==> src/rtl/adc_bus_pkg.sv <==
package adc_bus_pkg;

    localparam int RES_W  = 12;
    localparam int BYTE_W = 8;
    localparam int NIB_W  = RES_W - BYTE_W;

    typedef enum logic {
        LEN_FULL  = 1'b0,
        LEN_SHORT = 1'b1
    } conv_len_e;

    typedef enum logic [1:0] {
        DRV_NONE,
        DRV_WORD,
        DRV_HI,
        DRV_LO
    } drive_sel_e;

    typedef struct packed {
        logic ce;
        logic cs_n;
        logic rc;
        logic baddr;
        logic full;
    } bus_ctl_t;

    localparam int CTL_W = $bits(bus_ctl_t);

    // Idle pin levels: disabled, deselected, read side
    localparam bus_ctl_t CTL_IDLE = '{ce: 1'b0, cs_n: 1'b1, rc: 1'b1, baddr: 1'b0, full: 1'b0};

    function automatic logic [RES_W-1:0] store_value(input logic [RES_W-1:0] raw, input conv_len_e len);
        logic [RES_W-1:0] v;
        v = raw;
        if (len == LEN_SHORT) v[NIB_W-1:0] = '0;
        return v;
    endfunction

    function automatic logic [RES_W-1:0] bus_value(input drive_sel_e sel, input logic [RES_W-1:0] res);
        logic [RES_W-1:0] v;
        case (sel)
            DRV_WORD: v = res;
            DRV_HI:   v = {res[RES_W-1 -: BYTE_W], {NIB_W{1'b0}}};
            DRV_LO:   v = {res[NIB_W-1:0], {BYTE_W{1'b0}}};
            default:  v = '0;
        endcase
        return v;
    endfunction

endpackage

==> src/rtl/adc_ctrl_sync.sv <==
module adc_ctrl_sync #(
    parameter int                 WIDTH   = 5,
    parameter int                 STAGES  = 2,
    parameter logic [WIDTH-1:0]   RST_VAL = '0
) (
    input  logic             clk,
    input  logic             rst,
    input  logic [WIDTH-1:0] d_i,
    output logic [WIDTH-1:0] q_o
);
    logic [WIDTH-1:0] stage_q [STAGES];

    always_ff @(posedge clk) begin
        if (rst) begin
            for (int i = 0; i < STAGES; i++) stage_q[i] <= RST_VAL;
        end else begin
            stage_q[0] <= d_i;
            for (int i = 1; i < STAGES; i++) stage_q[i] <= stage_q[i-1];
        end
    end

    assign q_o = stage_q[STAGES-1];
endmodule

==> src/rtl/adc_conv_seq.sv <==
module adc_conv_seq
    import adc_bus_pkg::*;
#(
    parameter int LONG_CYC  = 24,
    parameter int SHORT_CYC = 16
) (
    input  logic             clk,
    input  logic             rst,
    input  logic             start_i,
    input  conv_len_e        len_i,
    input  logic [RES_W-1:0] core_i,
    output logic             busy_o,
    output logic [RES_W-1:0] result_o
);
    localparam int MAX_CYC = (LONG_CYC > SHORT_CYC) ? LONG_CYC : SHORT_CYC;
    localparam int CNT_W   = $clog2(MAX_CYC + 1);
    localparam int RUN_W   = $clog2(MAX_CYC + 2);

    typedef enum logic { ST_IDLE, ST_RUN } seq_state_e;

    seq_state_e       state_q;
    conv_len_e        len_q;
    logic [CNT_W-1:0] cnt_q;
    logic [RES_W-1:0] res_q;

    always_ff @(posedge clk) begin
        if (rst) begin
            state_q <= ST_IDLE;
            len_q   <= LEN_FULL;
            cnt_q   <= '0;
            res_q   <= '0;
        end else begin
            case (state_q)
                ST_IDLE: if (start_i) begin
                    state_q <= ST_RUN;
                    len_q   <= len_i;
                    cnt_q   <= (len_i == LEN_SHORT) ? CNT_W'(SHORT_CYC - 1) : CNT_W'(LONG_CYC - 1);
                end
                ST_RUN: begin
                    if (cnt_q == '0) begin
                        state_q <= ST_IDLE;
                        res_q   <= store_value(core_i, len_q);
                    end else begin
                        cnt_q <= cnt_q - 1'b1;
                    end
                end
                default: state_q <= ST_IDLE;
            endcase
        end
    end

    assign busy_o   = (state_q == ST_RUN);
    assign result_o = res_q;

    // Independent measurement of each busy window
    logic [RUN_W-1:0] run_len_q;
    always_ff @(posedge clk) begin
        if (rst)         run_len_q <= '0;
        else if (busy_o) run_len_q <= run_len_q + 1'b1;
        else             run_len_q <= '0;
    end


    busy_len_chk: assert property (@(posedge clk) disable iff (rst)
        $fell(busy_o) |-> (run_len_q == ((len_q == LEN_SHORT) ? RUN_W'(SHORT_CYC) : RUN_W'(LONG_CYC))));


    busy_cause_chk: assert property (@(posedge clk) disable iff (rst)
        $rose(busy_o) |-> $past(start_i));


    no_restart_chk: assert property (@(posedge clk) disable iff (rst)
        (busy_o && start_i && cnt_q != '0) |=> (busy_o && $stable(len_q)));


    short_nib_chk: assert property (@(posedge clk) disable iff (rst)
        (!busy_o && len_q == LEN_SHORT) |-> (result_o[NIB_W-1:0] == '0));
endmodule

==> src/rtl/adc_out_fmt.sv <==
module adc_out_fmt
    import adc_bus_pkg::*;
(
    input  logic             clk,
    input  logic             rst,
    input  drive_sel_e       sel_i,
    input  logic [RES_W-1:0] result_i,
    output logic [RES_W-1:0] dout_o,
    output logic             oe_word_o,
    output logic             oe_hi_o,
    output logic             oe_lo_o
);
    always_ff @(posedge clk) begin
        if (rst) begin
            dout_o    <= '0;
            oe_word_o <= 1'b0;
            oe_hi_o   <= 1'b0;
            oe_lo_o   <= 1'b0;
        end else begin
            dout_o    <= bus_value(sel_i, result_i);
            oe_word_o <= (sel_i == DRV_WORD);
            oe_hi_o   <= (sel_i == DRV_HI);
            oe_lo_o   <= (sel_i == DRV_LO);
        end
    end


    one_driver_chk: assert property (@(posedge clk) disable iff (rst)
        $onehot0({oe_word_o, oe_hi_o, oe_lo_o}));


    lo_pad_chk: assert property (@(posedge clk) disable iff (rst)
        oe_lo_o |-> (dout_o[BYTE_W-1:0] == '0));


    idle_bus_chk: assert property (@(posedge clk) disable iff (rst)
        !(oe_word_o || oe_hi_o || oe_lo_o) |-> (dout_o == '0));
endmodule

==> src/rtl/adc_bus_ctrl.sv <==
module adc_bus_ctrl
    import adc_bus_pkg::*;
#(
    parameter int CONV_LONG_CYC  = 24,
    parameter int CONV_SHORT_CYC = 16,
    parameter int SYNC_STAGES    = 2
) (
    input  logic        clk,
    input  logic        rst,
    input  logic        ce_i,
    input  logic        cs_n_i,
    input  logic        rc_i,
    input  logic        baddr_i,
    input  logic        full_word_i,
    input  logic [11:0] core_result_i,
    output logic        busy_o,
    output logic [11:0] dout_o,
    output logic        oe_word_o,
    output logic        oe_hi_o,
    output logic        oe_lo_o
);
    bus_ctl_t         pin_ctl;
    bus_ctl_t         ctl;
    logic [CTL_W-1:0] ctl_raw;
    logic             conv_cond;
    logic             conv_cond_q;
    logic             start;
    logic             busy;
    logic [RES_W-1:0] result;
    drive_sel_e       sel;

    assign pin_ctl = '{ce: ce_i, cs_n: cs_n_i, rc: rc_i, baddr: baddr_i, full: full_word_i};

    adc_ctrl_sync #(
        .WIDTH   (CTL_W),
        .STAGES  (SYNC_STAGES),
        .RST_VAL (CTL_IDLE)
    ) sync_i (
        .clk (clk),
        .rst (rst),
        .d_i (pin_ctl),
        .q_o (ctl_raw)
    );

    assign ctl = bus_ctl_t'(ctl_raw);

    // Whichever line completes the condition produces the edge
    assign conv_cond = ctl.ce && !ctl.cs_n && !ctl.rc;

    always_ff @(posedge clk) begin
        if (rst) conv_cond_q <= 1'b0;
        else     conv_cond_q <= conv_cond;
    end

    assign start = conv_cond && !conv_cond_q && !busy;

    adc_conv_seq #(
        .LONG_CYC  (CONV_LONG_CYC),
        .SHORT_CYC (CONV_SHORT_CYC)
    ) seq_i (
        .clk      (clk),
        .rst      (rst),
        .start_i  (start),
        .len_i    (ctl.baddr ? LEN_SHORT : LEN_FULL),
        .core_i   (core_result_i),
        .busy_o   (busy),
        .result_o (result)
    );

    always_comb begin
        if (!(ctl.ce && !ctl.cs_n && ctl.rc && !busy)) sel = DRV_NONE;
        else if (ctl.full)                             sel = DRV_WORD;
        else if (ctl.baddr)                            sel = DRV_LO;
        else                                           sel = DRV_HI;
    end

    adc_out_fmt fmt_i (
        .clk       (clk),
        .rst       (rst),
        .sel_i     (sel),
        .result_i  (result),
        .dout_o    (dout_o),
        .oe_word_o (oe_word_o),
        .oe_hi_o   (oe_hi_o),
        .oe_lo_o   (oe_lo_o)
    );

    assign busy_o = busy;


    quiet_busy_chk: assert property (@(posedge clk) disable iff (rst)
        (oe_word_o || oe_hi_o || oe_lo_o) |-> !$past(busy));


    deselect_chk: assert property (@(posedge clk) disable iff (rst)
        (!ctl.ce || ctl.cs_n) |=> !(oe_word_o || oe_hi_o || oe_lo_o));
endmodule

==> config.mk <==
export PLATFORM = sky130hd
export DESIGN_NAME = adc_bus_ctrl
export DESIGN_NICKNAME = d
export VERILOG_FILES = /design/src/rtl/adc_bus_pkg.sv /design/src/rtl/adc_ctrl_sync.sv /design/src/rtl/adc_conv_seq.sv /design/src/rtl/adc_out_fmt.sv /design/src/rtl/adc_bus_ctrl.sv
export SDC_FILE = /design/constraint.sdc
export NUM_CORES = 1
export LEC_CHECK = 0
export BUFFER_PORTS_ARGS = -buffer_cell sky130_fd_sc_hd__buf_2
export CAP_MARGIN = 10
export CORE_ASPECT_RATIO = 0.7
export CORE_MARGIN = 1
export CORE_UTILIZATION = 57
export CTS_CLUSTER_DIAMETER = 80
export DETAILED_ROUTE_END_ITERATION = 16
export GPL_TIMING_DRIVEN = 0
export HOLD_SLACK_MARGIN = 0.02
export PLACE_DENSITY_LB_ADDON = 0.08
export SLEW_MARGIN = 20
export SYNTH_ARGS = -nofsm -noshare
export SYNTH_HDL_FRONTEND = slang
export SYNTH_HIERARCHICAL = 1
export SYNTH_SLANG_ARGS = --single-unit
export TNS_END_PERCENT = 100
==> constraint.sdc <==
create_clock -name clk -period 4 [get_ports clk]
set_input_delay 0.6 -clock clk [delete_from_list [all_inputs] [get_ports clk]]
set_output_delay 0.6 -clock clk [all_outputs]
set_load 0.1 [all_outputs]
==> out/metrics.csv, run 1 <==
metric;value;unit
hold crit path type;flip-flop to flip-flop;
# Post-CTS Setup Buffers;0;
Worst-Skew Late Latency;290;ps
flops & latches, synth;45;
Syn Inst Count;171;
Layout area overhead;17.76;%
ranking of synthesized cells by area;dfxtp_1 53%, a21oi_1 4.4%, nor3b_1 4.0%;
CP arrival;2020;ps
Crit-path slowest cell;or3b_1;
CTS root buf;clkbuf_8;
TritonRoute pass-1 iters;4;
worst slack, placed;2128;ps
Final Cycle Share;0.4477;
R2R setup slack;2210;ps
vias in the first global route;1129;
Tmin final;1791;ps
num ports;35;
pwr/cell area;376.0;nW/um^2
normalized max-slew margin;0.6776;
CP Class;flip-flop to flip-flop;
via count;1348;
Setup TNS;0;ps
WL per Instance;13.72;um
core region area;2803;sq um
die area;3204;sq um
first-pass GRT wire length;5126;um
routed wire length;3416;um
synth unique cells;40;
dpl hpwl;2485;um
CP Cell Sequence;buf_4, or3b_1, nor3_2, nand2b_1, clkbuf_1, or2_2, a21oi_1;
CP max FO;8;
PostCTS Resize Cnt;0;
MaxCap Viol Count;0;
status;completed;
Initial DRC Count;38;
Syn Area/Cell;9.929;sq um
Worst Setup End Kind;flip-flop;
TritonCTS Buffers;5;
drt via density;5.414;
nets@finish;232;
DRC viols;0;
initial antenna violation count;0;
IO Port Bufs;34;
R2R cell count;7;
grt total ovfl;0;
ratio of cells with drive above 1 in the final layout;0.2817;
Rows;16;
Fin. Hold Viols;0;
largest net degree at the start of global routing;15;
EDFF count, synth;0;
Initial Utilization;0.6058;
ys flop type;dfxtp_1;
Final ANT Viol Nets;0;
Syn Nets;191;
sequential share of the synthesized area;0.5306;
post-synth top area share;0.5306;
Worst-Margin Slew;487.0;ps
Slew Viols, Final;0;
worst setup margin;2209;ps
clock skew;6.529;ps
Yosys Warn Count;6;
peak supply drop;212.6;uV
RSZ-0062 raised after global routing;no;
CP max stage delay;400;ps
WHS Path Cells;1;
Critical Path RT;4230;ps
top-count cell post-synth;dfxtp_1;
Pleak;0.7901;nW
critical path startpoint category;flip-flop;
Yosys top cell by area;dfxtp_1;
GPL Wtd Cong;0.8422;
final setup violating endpoints;0;
post-route core utilization;0.7134;
Post-CTS Hold Buffers;0;
Synth top cells by count;45 x dfxtp_1, 15 x a21oi_1, 12 x nand3_1, 12 x o21ai_0, 9 x nor3b_1;
worst hold slack;417.1;ps
Die W;67.23;um
Longest Clk Path Bufs;2;
Overall Global Routing Usage;0.2304;
# diodes;0;
CTS tree;built;
H-tree Lvls;2;
Clk pin slew, worst setup/hold paths;80;ps
Synth Cell Area;1698;sq um
Post-synth ARST share;0;
maximum clock frequency;0.5584;GHz
CTS Sinks;45;
Chip Height;47.66;um
## sequential cells by signal, indices dropped and copies added, names as in the netlist
signal / count
seq_i/cnt_q: 5
sync_i/stage_q: 10
fmt_i/oe_lo_o: 1
seq_i/len_q: 1
fmt_i/oe_hi_o: 1
conv_cond_q: 1
seq_i/busy_o: 1
seq_i/result_o: 12
fmt_i/oe_word_o: 1
fmt_i/dout_o: 12
## metrics by stage
| step | cell area (sq um) | total power (W) | cells |
|---|---|---|---|
| floorplan | 1698 | 0.0004811 | 171 |
| global placement | 1913 | 0.0004939 | 241 |
| finish | 1999 | 0.0007517 | 249 |
| CTS | 1999 | 0.0007578 | 249 |
| detailed placement | 1913 | 0.0004953 | 241 |
| global route | 1999 | 0.0007815 | 249 |
## worst max-delay path, delay by kind of cell, from the launching register on
family / cells / cell delay, ps
flip-flops: 1 / 320
AND/OR/NAND/NOR: 4 / 970
AO/OA/AOI/OAI: 1 / 110
buffers and inverters: 2 / 310
## cells by family (layout without fill, tap and decap cells)
family | Yosys count | count (layout) | share of synthesized area
adders and majority gates | 1 | 1 | 0.007368
muxes | 4 | 4 | 0.02358
DFF | 45 | 45 | 0.5306
and+or+nand+nor | 61 | 61 | 0.2299
buffers and inverters | 19 | 61 | 0.06116
AOI/OAI and AO/OA | 40 | 40 | 0.1422
xor gates and xnor gates | 1 | 1 | 0.005159
## final timing paths
path	startpoint	endpoint
worst min register to register	sync_i/stage_q[0][3]	sync_i/stage_q[0][8]
worst min-delay path	sync_i/stage_q[0][3]	sync_i/stage_q[0][8]
worst max-delay path	sync_i/stage_q[0][8]	seq_i/cnt_q[4]
worst max register to register	sync_i/stage_q[0][8]	seq_i/cnt_q[4]
## cells in the final DEF (no fill, tap or decap), types with 2 or more instances in the layout
master / synthesis / final
a211oi_1: 4 / 4
a21oi_1: 15 / 15
a31oi_1: 2 / 2
and2_1: 4 / 4
buf_2: 5 / 39
buf_4: 5 / 5
clkbuf_1: 4 / 4
clkbuf_8: 0 / 5
clkinv_2: 0 / 2
dfxtp_1: 45 / 45
inv_1: 4 / 4
mux2i_1: 4 / 4
nand2_1: 8 / 8
nand3_1: 12 / 12
nor2_1: 2 / 2
nor2b_1: 8 / 8
nor3b_1: 9 / 9
o21ai_0: 12 / 12
or2_1: 4 / 4
or3b_1: 2 / 2
## per-layer routing
layer | GRT usage | vias up | wire length [um]
li1 | - | 678 | -
met1 | 0.2872 | 619 | 1569
met2 | 0.3700 | 46 | 1607
met3 | 0.06667 | 5 | 197
met4 | 0.1234 | 0 | 42
met5 | 0 | - | 0
## layout make-up
type                            count  area [sq um]
Sequential cell                    45         900.9
Fill cell                         236         803.3
Multi-Input combinational cell    107         693.2
Timing Repair Buffer               34         170.2
Buffer                             15         88.84
Clock buffer                        5         68.82
Tap cell                           36         45.04
Clock inverter                      3         17.52
Inverter                            4         15.01
## power by group
| group | internal, W | switching (W) | total, W |
|---|---|---|---|
| Sequential | 0.000453 | 0.00000159 | 0.000454 |
| Clock | 0.000120 | 0.000147 | 0.000267 |
| Combinational | 0.0000145 | 0.0000160 | 0.0000305 |
No activity file was read; power rests on OpenSTA's default activity.
==> inputs of run 2 (changes only) <==
--- a/config.mk
+++ b/config.mk
@@ -5,11 +5,12 @@
 export SDC_FILE = /design/constraint.sdc
 export NUM_CORES = 1
 export LEC_CHECK = 0
+export ABC_AREA = 1
 export BUFFER_PORTS_ARGS = -buffer_cell sky130_fd_sc_hd__buf_2
 export CAP_MARGIN = 10
 export CORE_ASPECT_RATIO = 0.7
 export CORE_MARGIN = 1
-export CORE_UTILIZATION = 57
+export CORE_UTILIZATION = 53
 export CTS_CLUSTER_DIAMETER = 80
 export DETAILED_ROUTE_END_ITERATION = 16
 export GPL_TIMING_DRIVEN = 0
==> constraint.sdc (replaced) <==
create_clock -name clk -period 1.7 [get_ports clk]
set_input_delay 0.255 -clock clk [delete_from_list [all_inputs] [get_ports clk]]
set_output_delay 0.255 -clock clk [all_outputs]
set_load 0.1 [all_outputs]
==> run 2 against run 1 <==
Die area grew 8.5%. Highest routed layer unchanged. Cell count grew 21%. Combinational power grew 120%. Register-to-register slack lost 2000 ps. Worst setup slack lost 2000 ps. Flip-flop and latch count is the same. Clock power grew 130%. Non-clock buffer count shrank 4. Total power grew 130%.
==> out/metrics.csv, run 2 <==
metric;value;unit
status;completed;
MaxCap Viol Count;0;
Worst-Skew Late Latency;290;ps
worst hold slack;136.7;ps
CP max FO;10;
CP Cell Sequence;inv_1, ha_1, inv_1, nor3_2, nand3_1, buf_2, nor2_1, nor2_1;
TritonCTS Buffers;5;
flops & latches, synth;45;
Syn Inst Count;223;
num ports;35;
largest net degree at the start of global routing;14;
Yosys Warn Count;6;
CTS Sinks;45;
peak supply drop;572.9;uV
critical path startpoint category;flip-flop;
Initial DRC Count;101;
Placed Area;1934;sq um
ranking of synthesized cells by area;dfxtp_1 52%, nor2_1 9.2%, nand3_1 7.9%;
crit path buf inv count;3;
first-pass GRT wire length;5533;um
# diodes;0;
synth unique cells;24;
Chip Height;49.64;um
Crit-path slowest cell;dfxtp_1;
final setup violating endpoints;0;
commonest non-fill, non-tap cells in the layout;44 x dfxtp_1, 42 x nor2_1, 36 x buf_2, 35 x nand2_1, 32 x inv_1;
Initial Utilization;0.5838;
Yosys top cell by area;dfxtp_1;
Die W;70.05;um
Critical Path RT;1890;ps
Post-CTS Hold Buffers;0;
sequential share of the synthesized area;0.5244;
normalized max-slew margin;0.6780;
Final Cycle Share;0.8589;
post-synth top area share;0.5244;
Pleak;0.9933;nW
PostCTS Resize Cnt;0;
Post-synth ARST share;0;
worst r2r src;seq_i/cnt_q[0];
R2R setup slack;240;ps
vias in the first global route;1270;
H-tree Lvls;2;
CP arrival;1650;ps
CTS root buf;clkbuf_8;
GPL Wtd Cong;0.7856;
Worst-Margin Slew;486.3;ps
dpl hpwl;2202;um
commonest non-fill, non-tap cell in the layout;dfxtp_1;
Setup TNS;0;ps
WL per Instance;10.16;um
TritonRoute pass-1 iters;4;
Clk pin slew, worst setup/hold paths;80;ps
Layout area overhead;17.48;%
CP max stage delay;320;ps
# Post-CTS Setup Buffers;0;
hold crit path type;input port to flip-flop;
Synth Cell Area;1718;sq um
RSZ-0062 raised after global routing;no;
Tmin final;1460;ps
Fin. Hold Viols;0;
ys flop type;dfxtp_1;
CP delay by family, top;simple AND/OR/NAND/NOR gates;
Final ANT Viol Nets;0;
pwr/cell area;870.1;nW/um^2
CP Class;flip-flop to flip-flop;
clock skew;2.894;ps
Critical Path Start;seq_i/cnt_q[0];
Syn Nets;243;
worst hold path startpoint;rc_i;
Final Cell Area;2018;sq um
ratio of cells with drive above 1 in the final layout;0.2340;
routed wire length;3059;um
IO Port Bufs;34;
EDFF count, synth;0;
Syn Area/Cell;7.704;sq um
Rows;16;
Longest Clk Path Bufs;2;
Slew Viols, Final;0;
die area;3477;sq um
CTS tree;built;
via count;1417;
Synth top cells by count;45 x dfxtp_1, 42 x nor2_1, 35 x nand2_1;
maximum clock frequency;0.6849;GHz
Overall Global Routing Usage;0.2055;
drt via density;4.708;
nets@finish;284;
Worst Setup End Kind;flip-flop;
DRC viols;0;
grt total ovfl;0;
top-count cell post-synth;dfxtp_1;
core region area;2943;sq um
initial antenna violation count;0;
## run 2: path summary, 6_finish.rpt
check                         end  cells after the start
min          sync_i/stage_q[0][2]                      3
max             seq_i/result_o[8]                      8
max reg2reg     seq_i/result_o[8]                      8
min reg2reg  sync_i/stage_q[0][8]                      2
## run 2: cells by family (layout without fill, tap and decap cells)
| family | after synthesis | after routing | synth area share |
|---|---|---|---|
| compound gates | 17 | 17 | 0.05317 |
| fa+ha+maj | 1 | 1 | 0.007282 |
| buf+inv | 45 | 87 | 0.1216 |
| flops | 45 | 45 | 0.5244 |
| simple gates | 115 | 115 | 0.2935 |
## run 2: cell type report
cell class,count,area [sq um]
Clock inverter,1,7.507
Multi-Input combinational cell,133,608.1
Clock buffer,7,76.32
Fill cell,251,924.6
Buffer,11,81.33
Tap cell,36,45.04
Timing Repair Buffer,34,170.2
Inverter,34,127.6
Sequential cell,45,902.1
## run 2: through the flow
step	cells	utilization	power [W]	worst slack [ps]
4_1_cts	301	0.6858	0.001776	240.3
3_3_place_gp	293	0.6573	0.001157	296.3
2_1_floorplan	223	-	0.001126	277.2
6_report	301	0.6858	0.001756	239.9
5_1_grt	301	0.6858	0.001828	46.07
3_5_place_dp	293	0.6573	0.001158	260.9
## run 2: layer usage
| layer | GRT usage | part of all wire | vias up |
|---|---|---|---|
| met5 | 0 | 0 | - |
| met4 | 0.06000 | 0.0069 | 0 |
| met3 | 0.06135 | 0.047 | 3 |
| met2 | 0.2997 | 0.40 | 38 |
| met1 | 0.2934 | 0.54 | 613 |
| li1 | - | - | 763 |
## run 2: where the power goes
group	total, W	switching (W)	internal (W)
registers	0.00107	0.00000281	0.00106
logic	0.0000658	0.0000361	0.0000296
clock network	0.000623	0.000332	0.000291
## run 2: tightest hold or removal path, delay by kind of cell
kind          cells  cell delay (ps)
simple gates      1               40
buf+inv           2              100
==> inputs of run 3 (changes only) <==
--- a/config.mk
+++ b/config.mk
@@ -14,8 +14,9 @@
 export CTS_CLUSTER_DIAMETER = 80
 export DETAILED_ROUTE_END_ITERATION = 16
 export GPL_TIMING_DRIVEN = 0
-export HOLD_SLACK_MARGIN = 0.02
+export HOLD_SLACK_MARGIN = 0.15
 export PLACE_DENSITY_LB_ADDON = 0.08
+export RECOVER_POWER = 50
 export SLEW_MARGIN = 20
 export SYNTH_ARGS = -nofsm -noshare
 export SYNTH_HDL_FRONTEND = slang
==> constraint.sdc (replaced) <==
create_clock -name clk -period 1.5 [get_ports clk]
set_input_delay 0.225 -clock clk [delete_from_list [all_inputs] [get_ports clk]]
set_output_delay 0.225 -clock clk [all_outputs]
set_load 0.1 [all_outputs]
==> run 3 against run 2 <==
Cell count rose by 3.7%. Critical path depth did not move. Cell area rose by 6.3%. Clock power rose by 13%. Largest power group unchanged. Maximum frequency rose by 2.7%. Flip-flop and latch count did not move.
==> out/metrics.csv, run 3 (synthesized netlist as in run 2, its figures left out) <==
metric;value;unit
GR Util met2;0.3189;
ratio of cells with drive above 1 in the final layout;0.2681;
GPL Wtd Cong;0.7856;
worst setup margin;77.63;ps
register area;903.4;sq um
status;completed;
CP max FO;5;
first-pass GRT wire length;5664;um
Critical Path RT;1680;ps
peak supply drop;651.4;uV
IO Port Bufs;34;
Slew Viols, Final;0;
# diodes;0;
Pleak;1.031;nW
hold crit path type;input port to flip-flop;
maximum clock frequency;0.7031;GHz
worst hold path startpoint;core_result_i[5];
sw power;0.0004247;W
CP Class;flip-flop to flip-flop;
Longest Clk Path Bufs;2;
via count;1506;
H-tree Lvls;2;
Hold EP;seq_i/result_o[5];
vias in the first global route;1308;
Rows;16;
dpl hpwl;2202;um
CTS root buf;clkbuf_8;
TritonCTS Buffers;5;
Critical R2R Capture;seq_i/result_o[4];
Setup TNS;0;ps
critical path startpoint category;flip-flop;
nets@finish;295;
R2R setup slack;80;ps
GRT Max-Usage Layer;met2;
Tmin final;1422;ps
MaxCap Viol Count;0;
initial antenna violation count;0;
Worst Setup End Kind;flip-flop;
pwr/cell area;934.3;nW/um^2
CTS Sinks;45;
internal power;0.001580;W
clock skew;4.174;ps
largest net degree at the start of global routing;14;
Final ANT Viol Nets;0;
Worst-Skew Late Latency;290;ps
Worst-Margin Slew;541.2;ps
switching part of the total power;0.2118;
WL per Instance;10.89;um
drt via density;4.827;
worst hold slack;157.5;ps
normalized max-slew margin;0.6407;
WHS Path Cells;3;
Layout fillers;232;
grt total ovfl;0;
R2R cell count;8;
Overall Global Routing Usage;0.2104;
TritonRoute pass-1 iters;5;
worst r2r src;seq_i/cnt_q[0];
Die W;70.05;um
CP arrival;1610;ps
Design Power;0.002005;W
GR Layer Usage met3;0.06135;
Layout area overhead;24.91;%
commonest non-fill, non-tap cell in the layout;dfxtp_1;
Chip Height;49.64;um
routing usage on met1;0.2921;
die area;3477;sq um
part of the power in registers;0.603;
Initial Utilization;0.5838;
multi-input logic area;630.6;sq um
core region area;2943;sq um
Initial DRC Count;117;
routed wire length;3397;um
Clk pin slew, worst setup/hold paths;80;ps
CTS tree;built;
Final Cell Area;2146;sq um
clock group share of total power;0.353;
Gate power share;0.044;
commonest non-fill, non-tap cells in the layout;43 x dfxtp_1, 41 x nor2_1, 34 x nand2_1, 30 x inv_1, 26 x nand3_1;
Placed Area;1934;sq um
num ports;35;
Fin. Hold Viols;0;
worst slack, placed;60.90;ps
final setup violating endpoints;0;
DRC viols;0;
Final Cycle Share;0.9482;
-- run 3: stage by stage --
step / util / instances
2_1_floorplan: - / 223
3_3_place_gp: 0.6573 / 293
3_5_place_dp: 0.6573 / 293
4_1_cts: 0.7062 / 307
5_1_grt: 0.7292 / 312
6_report: 0.7292 / 312
-- run 3: layout make-up --
| cell class | count | share of cell area |
|---|---|---|
| multi-input combinational | 133 | 0.2939 |
| inverter | 34 | 0.05947 |
| clock inverter | 1 | 0.003499 |
| clock buffer | 7 | 0.03557 |
| sequential | 45 | 0.4210 |
| buffer | 11 | 0.04082 |
| timing repair buffer | 45 | 0.1248 |
| tap | 36 | 0.02099 |
-- run 3: power by group through the flow --
stage | combinational, W | clock, W | sequential, W
3_5_place_dp | 0.0000744 | 0 | 0.00124
4_1_cts | 0.0000864 | 0.000728 | 0.00121
5_1_grt | 0.0000983 | 0.000776 | 0.00121
6_report | 0.0000884 | 0.000707 | 0.00121
3_3_place_gp | 0.0000731 | 0 | 0.00124
2_1_floorplan | 0.0000373 | 0 | 0.00124
-- run 3: how the worst max path moves through the flow --
stage	from	to	slack (ps)	cells past startpoint
2_1_floorplan	seq_i/busy_o	seq_i/cnt_q[0]	80	6
3_3_place_gp	seq_i/cnt_q[0]	seq_i/result_o[4]	100	8
3_5_place_dp	seq_i/cnt_q[0]	seq_i/result_o[8]	60	8
4_1_cts	seq_i/cnt_q[0]	seq_i/result_o[8]	40	8
5_1_grt	sync_i/stage_q[0][9]	seq_i/cnt_q[4]	-50	9
6_report	seq_i/cnt_q[0]	seq_i/result_o[4]	80	8
-- run 3: critical path, stage by stage, from the launching register on --
cell	delay (ps)
dfxtp_2	330
inv_2	90
ha_4	140
inv_1	60
nor3_2	200
nand3_2	170
buf_4	200
nor2_1	90
nor2_1	50
-- run 3: layer usage --
layer	wire (um)	vias up
met5	0	-
met4	21	0
met2	1417	51
met3	204	3
li1	-	785
met1	1754	667
-- run 3: what timing repair did --
item	CTS	global route
setup buffers	0	4
endpoints found under the hold margin	6	0
gates resized for setup	0	13
hold buffers	6	0
endpoints found under the setup margin	0	13
